$ cat config.mk
export PLATFORM = sky130hd
export DESIGN_NAME = audio_clk_master
export DESIGN_NICKNAME = d
export VERILOG_FILES = /design/src/rtl/audio_clk_master.sv
export SDC_FILE = /design/constraint.sdc
export NUM_CORES = 1
export LEC_CHECK = 0
export ABC_CLOCK_PERIOD_IN_PS = 1800
export BUFFER_PORTS_ARGS = -buffer_cell sky130_fd_sc_hd__buf_2
export CAP_MARGIN = 10
export CORE_AREA = 2 2 65 67
export CTS_CLUSTER_SIZE = 24
export DETAILED_ROUTE_END_ITERATION = 10
export DIE_AREA = 0 0 67 69
export GPL_TIMING_DRIVEN = 1
export MAX_ROUTING_LAYER = met4
export PLACE_DENSITY_LB_ADDON = 0.05
export SYNTH_ARGS = -nofsm -noshare
export SYNTH_HDL_FRONTEND = slang
export SYNTH_SLANG_ARGS = --single-unit
$ cat constraint.sdc
create_clock -name mclk -period 1.8 [get_ports mclk]
set_input_delay 0.27 -clock mclk [delete_from_list [all_inputs] [get_ports mclk]]
set_output_delay 0.27 -clock mclk [all_outputs]
set_load 0.02 [all_outputs]
$ cat src/rtl/audio_clk_master.sv
module audio_clk_master #(
  parameter int PWRUP_CYCLES = 256,
  parameter int RATE_LIMIT   = 60,
  parameter int RATE_CNT_W   = 10
) (
  input  logic mclk,
  input  logic rst,
  input  logic ref_tick,
  input  logic lr_pad_i,
  input  logic bit_pad_i,
  output logic lrck_o,
  output logic lrck_oe,
  output logic sclk_o,
  output logic sclk_oe
);

  localparam int PW        = $clog2(PWRUP_CYCLES + 1);
  localparam int HALF_BITS = 32;
  localparam int BW        = $clog2(2 * HALF_BITS);
  localparam logic [RATE_CNT_W-1:0] CNT_MAX = '1;

  logic [PW-1:0]         pcnt;
  logic                  done;
  logic [1:0]            lr_sync, bit_sync;
  logic                  dsm, fam, hi_rate;
  logic [RATE_CNT_W-1:0] rcnt;
  logic                  seen_tick;
  logic [3:0]            phase;
  logic [BW-1:0]         bcnt;
  logic [3:0]            div;
  logic [3:0]            half;
  logic                  last_win;
  logic                  phase_wrap;

  assign last_win   = !done && (pcnt == PW'(PWRUP_CYCLES - 1));
  assign half       = div >> 1;
  assign phase_wrap = (phase == div - 4'd1);

  always_comb begin
    div = fam ? 4'd6 : 4'd4;
    if (hi_rate) div = div << 1;
    if (dsm)     div = div >> 1;
  end

  always_ff @(posedge mclk) begin
    if (rst) begin
      lr_sync  <= 2'b00;
      bit_sync <= 2'b00;
    end else begin
      lr_sync  <= {lr_sync[0], lr_pad_i};
      bit_sync <= {bit_sync[0], bit_pad_i};
    end
  end

  always_ff @(posedge mclk) begin
    if (rst) begin
      pcnt <= '0;
      done <= 1'b0;
      dsm  <= 1'b0;
      fam  <= 1'b0;
    end else if (!done) begin
      pcnt <= pcnt + 1'b1;
      if (last_win) begin
        done <= 1'b1;
        dsm  <= lr_sync[1];
        fam  <= bit_sync[1];
      end
    end
  end

  always_ff @(posedge mclk) begin
    if (rst) begin
      rcnt      <= '0;
      seen_tick <= 1'b0;
      hi_rate   <= 1'b0;
    end else if (!done) begin
      if (ref_tick) begin
        rcnt      <= RATE_CNT_W'(1);
        seen_tick <= 1'b1;
        if (seen_tick) hi_rate <= (rcnt > RATE_CNT_W'(RATE_LIMIT));
      end else if (rcnt != CNT_MAX) begin
        rcnt <= rcnt + 1'b1;
      end
    end
  end

  always_ff @(posedge mclk) begin
    if (rst || !done) begin
      phase <= '0;
      bcnt  <= '0;
    end else if (phase_wrap) begin
      phase <= '0;
      bcnt  <= bcnt + 1'b1;
    end else begin
      phase <= phase + 1'b1;
    end
  end

  assign lrck_oe = done;
  assign sclk_oe = done;
  assign sclk_o  = done && (phase >= half);
  assign lrck_o  = done && bcnt[BW-1];

  p_quiet_in_reset_r1: assert property (@(posedge mclk)
    rst |=> (!lrck_oe && !sclk_oe && !lrck_o && !sclk_o));

  p_enable_at_window_end_r2: assert property (@(posedge mclk) disable iff (rst)
    $rose(sclk_oe) |-> ($past(pcnt) == PW'(PWRUP_CYCLES - 1)) && lrck_oe);

  p_lrck_on_sclk_fall_r8: assert property (@(posedge mclk) disable iff (rst)
    (lrck_oe && $past(lrck_oe) && (lrck_o != $past(lrck_o))) |-> $fell(sclk_o));

  p_frame_starts_low_r8: assert property (@(posedge mclk) disable iff (rst)
    $rose(lrck_oe) |-> !lrck_o);

  p_divide_frozen_r9: assert property (@(posedge mclk) disable iff (rst)
    (done && $past(done)) |-> $stable(div));

  p_phase_in_range_r7: assert property (@(posedge mclk) disable iff (rst)
    phase < div);

endmodule

### Yosys cells after proc, flatten, opt, wreduce, memory -nomap -nowiden

Index checks and enable logic that the tools add are counted.

* register bits: 38
* input port bits: 5
* logic and storage cells: 40

* add/sub/neg operators: 5
* magnitude comparators: 2
* eq/ne operators: 3
* mux-type cells: 7
* bitwise operators: 1
* reduce and logical (&&, ||, !) cells: 11

Operators with widths (number)
* two-way mux 10 bit: 2
* adder 10 x 1 -> 10 bit (second input constant): 1
* > comparator 10 x 6 -> 1 bit (second input constant): 1
* != test 10 bit (second input constant): 1
* adder 9 x 1 -> 9 bit (second input constant): 1
* equality test 9 x 8 -> 1 bit (second input constant): 1
* two-way mux 4 bit: 2
* adder 6 x 1 -> 6 bit (second input constant): 1
* AND reduction 2 bit: 3
* adder 4 x 1 -> 4 bit (second input constant): 1
* equality test 4 bit: 1
* >= comparator 4 x 3 -> 1 bit: 1
* subtractor 4 x 1 -> 4 bit (second input constant): 1
* logical AND 1 bit: 3
* AND reduction 3 bit: 1
* two-way mux 1 bit: 2
* two-way mux 2 bit: 1
* nonzero test 2 bit: 1
* OR reduction 2 bit: 1
* logical NOT 1 bit: 1
* logical OR 1 bit: 1
* NOT 1 bit: 1

### Depth between registers and ports, before layout

* word-level depth: 6
* depth in mapped cells: 8

### Worst setup path before layout

OpenSTA, ideal clock, no wires.

* kind: reg-to-output
* start: register dsm
* end: output sclk_o
* data arrival time: 1.535 ns
* required time: 1.530 ns
* setup slack: -0.005 ns
* cell stages (with the launch flop): 9
* buffers on the path: 1
* cells stage by stage: dfxtp_1 -> buf_6 -> nor2_1 -> o21ai_0 -> ha_1 -> nand2b_1 -> a21oi_1 -> nor2b_1 -> o31a_1

* word-level cells in the longest chain between the ends: 3

RTL lines
* from (decl): RTL line 25 `logic dsm, fam, hi_rate;`
* from (signal assigned): RTL line 65 `dsm <= lr_sync[1];`
* two-way mux 4 bit: RTL line 42 `if (dsm) div = div >> 1;`
* >= comparator 4 x 3 -> 1 bit: RTL line 101 `assign sclk_o = done && (phase >= half);`
* logical AND 1 bit: RTL line 101
* to (decl): RTL line 13 `output logic sclk_o,`

Every way passes these cells.

### Worst setup path after layout

* start: register fam
* end: output sclk_o

* word-level cells in the longest chain between the ends: 5

RTL lines
* from (decl): RTL line 25
* from (signal assigned): RTL line 66 `fam <= bit_sync[1];`
* two-way mux 2 bit: RTL line 40 `div = fam ? 4'd6 : 4'd4;`
* two-way mux 4 bit: RTL line 41 `if (hi_rate) div = div << 1;`
* two-way mux 4 bit: RTL line 42
* >= comparator 4 x 3 -> 1 bit: RTL line 101
* logical AND 1 bit: RTL line 101

Every way passes these cells.

==> flow_summary.json <==
{
  "status": "finished with violations",
  "violations": "negative setup slack",
  "seqCellArea_um2": 768.2,
  "wl_per_cell_um": 12.93,
  "clk_pin_slew_ps": 60,
  "clock-root-buffer": "clkbuf_8",
  "first_pass_iters": 4,
  "crit_path_end_kind": "primary output",
  "numCtsBuffers": 5,
  "fp.dieW_um": 67,
  "grt_max_degree": 25,
  "finalHoldViolations": 0,
  "place_congestion": 0.7444,
  "first_global_vias": 1487,
  "leakagePower_nw": 0.8149,
  "ys_seq_area_share_pct": 40.40,
  "hp-class": "in -> reg",
  "io_buffer_count": 8,
  "io_pins": 9,
  "required_ps": 1530,
  "synthCells": 215,
  "ctsHoldBuffers": 0,
  "cts.path.max_buffers": 2,
  "core_area_um2": 3914,
  "finalMaxSlewViolations": 0,
  "fin_ws_ps": -255.6,
  "final_cell_mix": "nor2_1, dfxtp_1",
  "grt_pass1_wl_um": 6237,
  "holdWs_ps": 194.3,
  "post-route-min-period_ps": 2056,
  "cts-htree-levels": 2,
  "antenna_found_initial": 0,
  "tightest_slew_ps": 523.8,
  "rsz0062_at_grt": "true",
  "critPathLaunchType": "flop",
  "synth_cell_types": 46,
  "syn_area_um2": 1883,
  "die_area_um2": 4623,
  "grt_util_all_layers_pct": 17.98,
  "num_antenna_cells": 0,
  "r2r_slack_ps": -30,
  "initial_utilization_pct": 48.11,
  "drive_gt1_share_pct": 21.74,
  "wirelength_um": 3621,
  "setup_viol": 2,
  "cts_sinks": 38,
  "fp-row-count": 23,
  "worstSetupPathType": "reg -> out",
  "dp.cells": 272,
  "ir_drop_uv": 719.0,
  "dp_hpwl_um": 2501,
  "post-route-period-util_pct": 114.2,
  "path_cells": "nor2_2 -> o21ai_1 -> ha_1 -> nand2b_4 -> a21oi_2 -> nor2b_1 -> o31a_1 -> buf_6",
  "yosysWarnings": 0,
  "tritoncts": "done",
  "synthFlopType": "dfxtp_1",
  "arrival_ps": 1790,
  "ant_nets": 0,
  "viasPerCell": 5.439,
  "fmax_ghz": 0.4865,
  "grt_overflow": 0,
  "synthArstFlopShare_pct": 0,
  "worstSkewPairLatency_ps": 290,
  "cpPeakStageDelay_ps": 330,
  "crit_fanout": 3,
  "vias": 1523,
  "fin_nets": 245,
  "die_h_um": 69,
  "final_common_cell": "nor2_1",
  "drc_errors": 0,
  "max-slew-margin-rel_pct": 65.01,
  "mappedNetlistNets": 229,
  "fin_skew_ps": 5.494,
  "multi_input_area_um2": 1119,
  "p_per_area_nw_per_um2": 689.9,
  "syn2layout_area_growth_pct": 16.15,
  "drt_iter0_drc": 50,
  "n_fill_cell": 374,
  "maxCapViolCount": 0,
  "avgSynthCellArea_um2": 8.758,
  "synth-edff-count": 0,
  "final_cells": 280,
  "slowest_stage": "dfxtp_2",
  "ys_ff_latch": 38
}
## synthesized netlist by cell type, types with 2 or more instances
master | number | area, µm²
o31ai_1 | 2 | 15.01
and4bb_2 | 2 | 25.02
nor2b_1 | 10 | 62.56
a31oi_1 | 3 | 18.77
inv_1 | 8 | 30.03
clkbuf_1 | 4 | 15.01
nand2_1 | 9 | 33.78
and4_1 | 2 | 17.52
nor3_1 | 4 | 20.02
a21oi_1 | 11 | 55.05
or3_1 | 3 | 18.77
mux2i_1 | 6 | 60.06
buf_2 | 3 | 15.01
nor2_1 | 34 | 127.6
and3_1 | 4 | 25.02
and2_1 | 2 | 12.51
o21ai_0 | 4 | 20.02
xnor2_1 | 6 | 52.55
nand2b_1 | 8 | 50.05
nand4_1 | 5 | 31.28
nand3_1 | 8 | 40.04
xor2_1 | 8 | 70.07
ha_1 | 9 | 112.6
dfxtp_1 | 38 | 760.7
## stage by stage
step	total power, W	TNS, ps	utilization, %	worst slack [ps]	area, µm²
floorplan	0.0009339	0	-	7.813	1896
global placement	0.0009519	-35.57	51.18	-35.57	2003
detailed placement	0.0009567	-230.2	51.18	-72.81	2003
CTS	0.001527	-443.3	55.08	-261.7	2156
global route	0.001575	-704.3	55.88	-312.6	2187
finish	0.001509	-285.1	55.88	-255.6	2187
## cell families (layout without fill, tap and decap cells)
logic type               after synthesis  in the layout  synth area share, %
flip-flops                            38             38                40.40
adder cells (fa/ha/maj)                9              9                5.980
AND/OR/NAND/NOR                       98             98                27.58
buffers and inverters                 18             32                4.451
AO/OA/AOI/OAI                         31             32                11.30
XOR/XNOR                              14             14                6.512
multiplexers                           7              7                3.787
## what timing repair did
item,CTS,global route
gates cloned,1,0
endpoints found under the setup margin,10,17
pin swaps,6,3
resized for setup,13,8
buffers inserted,1,0
## per-layer routing
metal	up-vias	track usage, %	share of wire (%)
met4	0	9.297	3.3
met5	-	-	0
li1	777	-	-
met2	17	28.16	49
met3	10	4.894	2.6
met1	719	20.66	45
## where the power goes
group,internal [W],switching [W]
Sequential,0.000857,0.0000113
Combinational,0.0000358,0.0000385
Clock,0.000295,0.000271
## final cells by class
| class | count | share of cell area, % |
|---|---|---|
| timing repair buffer | 18 | 5.721 |
| multi-input combinational | 160 | 51.14 |
| inverter | 8 | 1.373 |
| clock buffer | 6 | 3.776 |
| sequential | 38 | 35.13 |
| tap | 50 | 2.860 |
## sequential cells by signal, summed over array words and instances, names as in the netlist
| register | cells |
|---|---|
| bcnt | 6 |
| bit_sync | 2 |
| dsm | 1 |
| fam | 1 |
| hi_rate | 1 |
| lr_sync | 2 |
| lrck_oe | 1 |
| pcnt | 9 |
| phase | 4 |
| rcnt | 10 |
| seen_tick | 1 |
## worst max-delay path, delay by kind of cell, from the launching register on
family / cells / cell delay (ps)
buf+inv: 1 / 130
compound gates: 3 / 450
fa+ha+maj: 1 / 270
simple gates: 3 / 320
flops: 1 / 330
## final timing paths
path / cells past startpoint / from / to
worst max-delay path: 8 / fam / sclk_o
worst max register to register: 7 / dsm / bcnt[5]
worst min-delay path: 2 / bit_pad_i / bit_sync[0]
worst min register to register: 1 / lr_sync[0] / lr_sync[1]
Note: power is estimated with default switching activity, not from simulation.
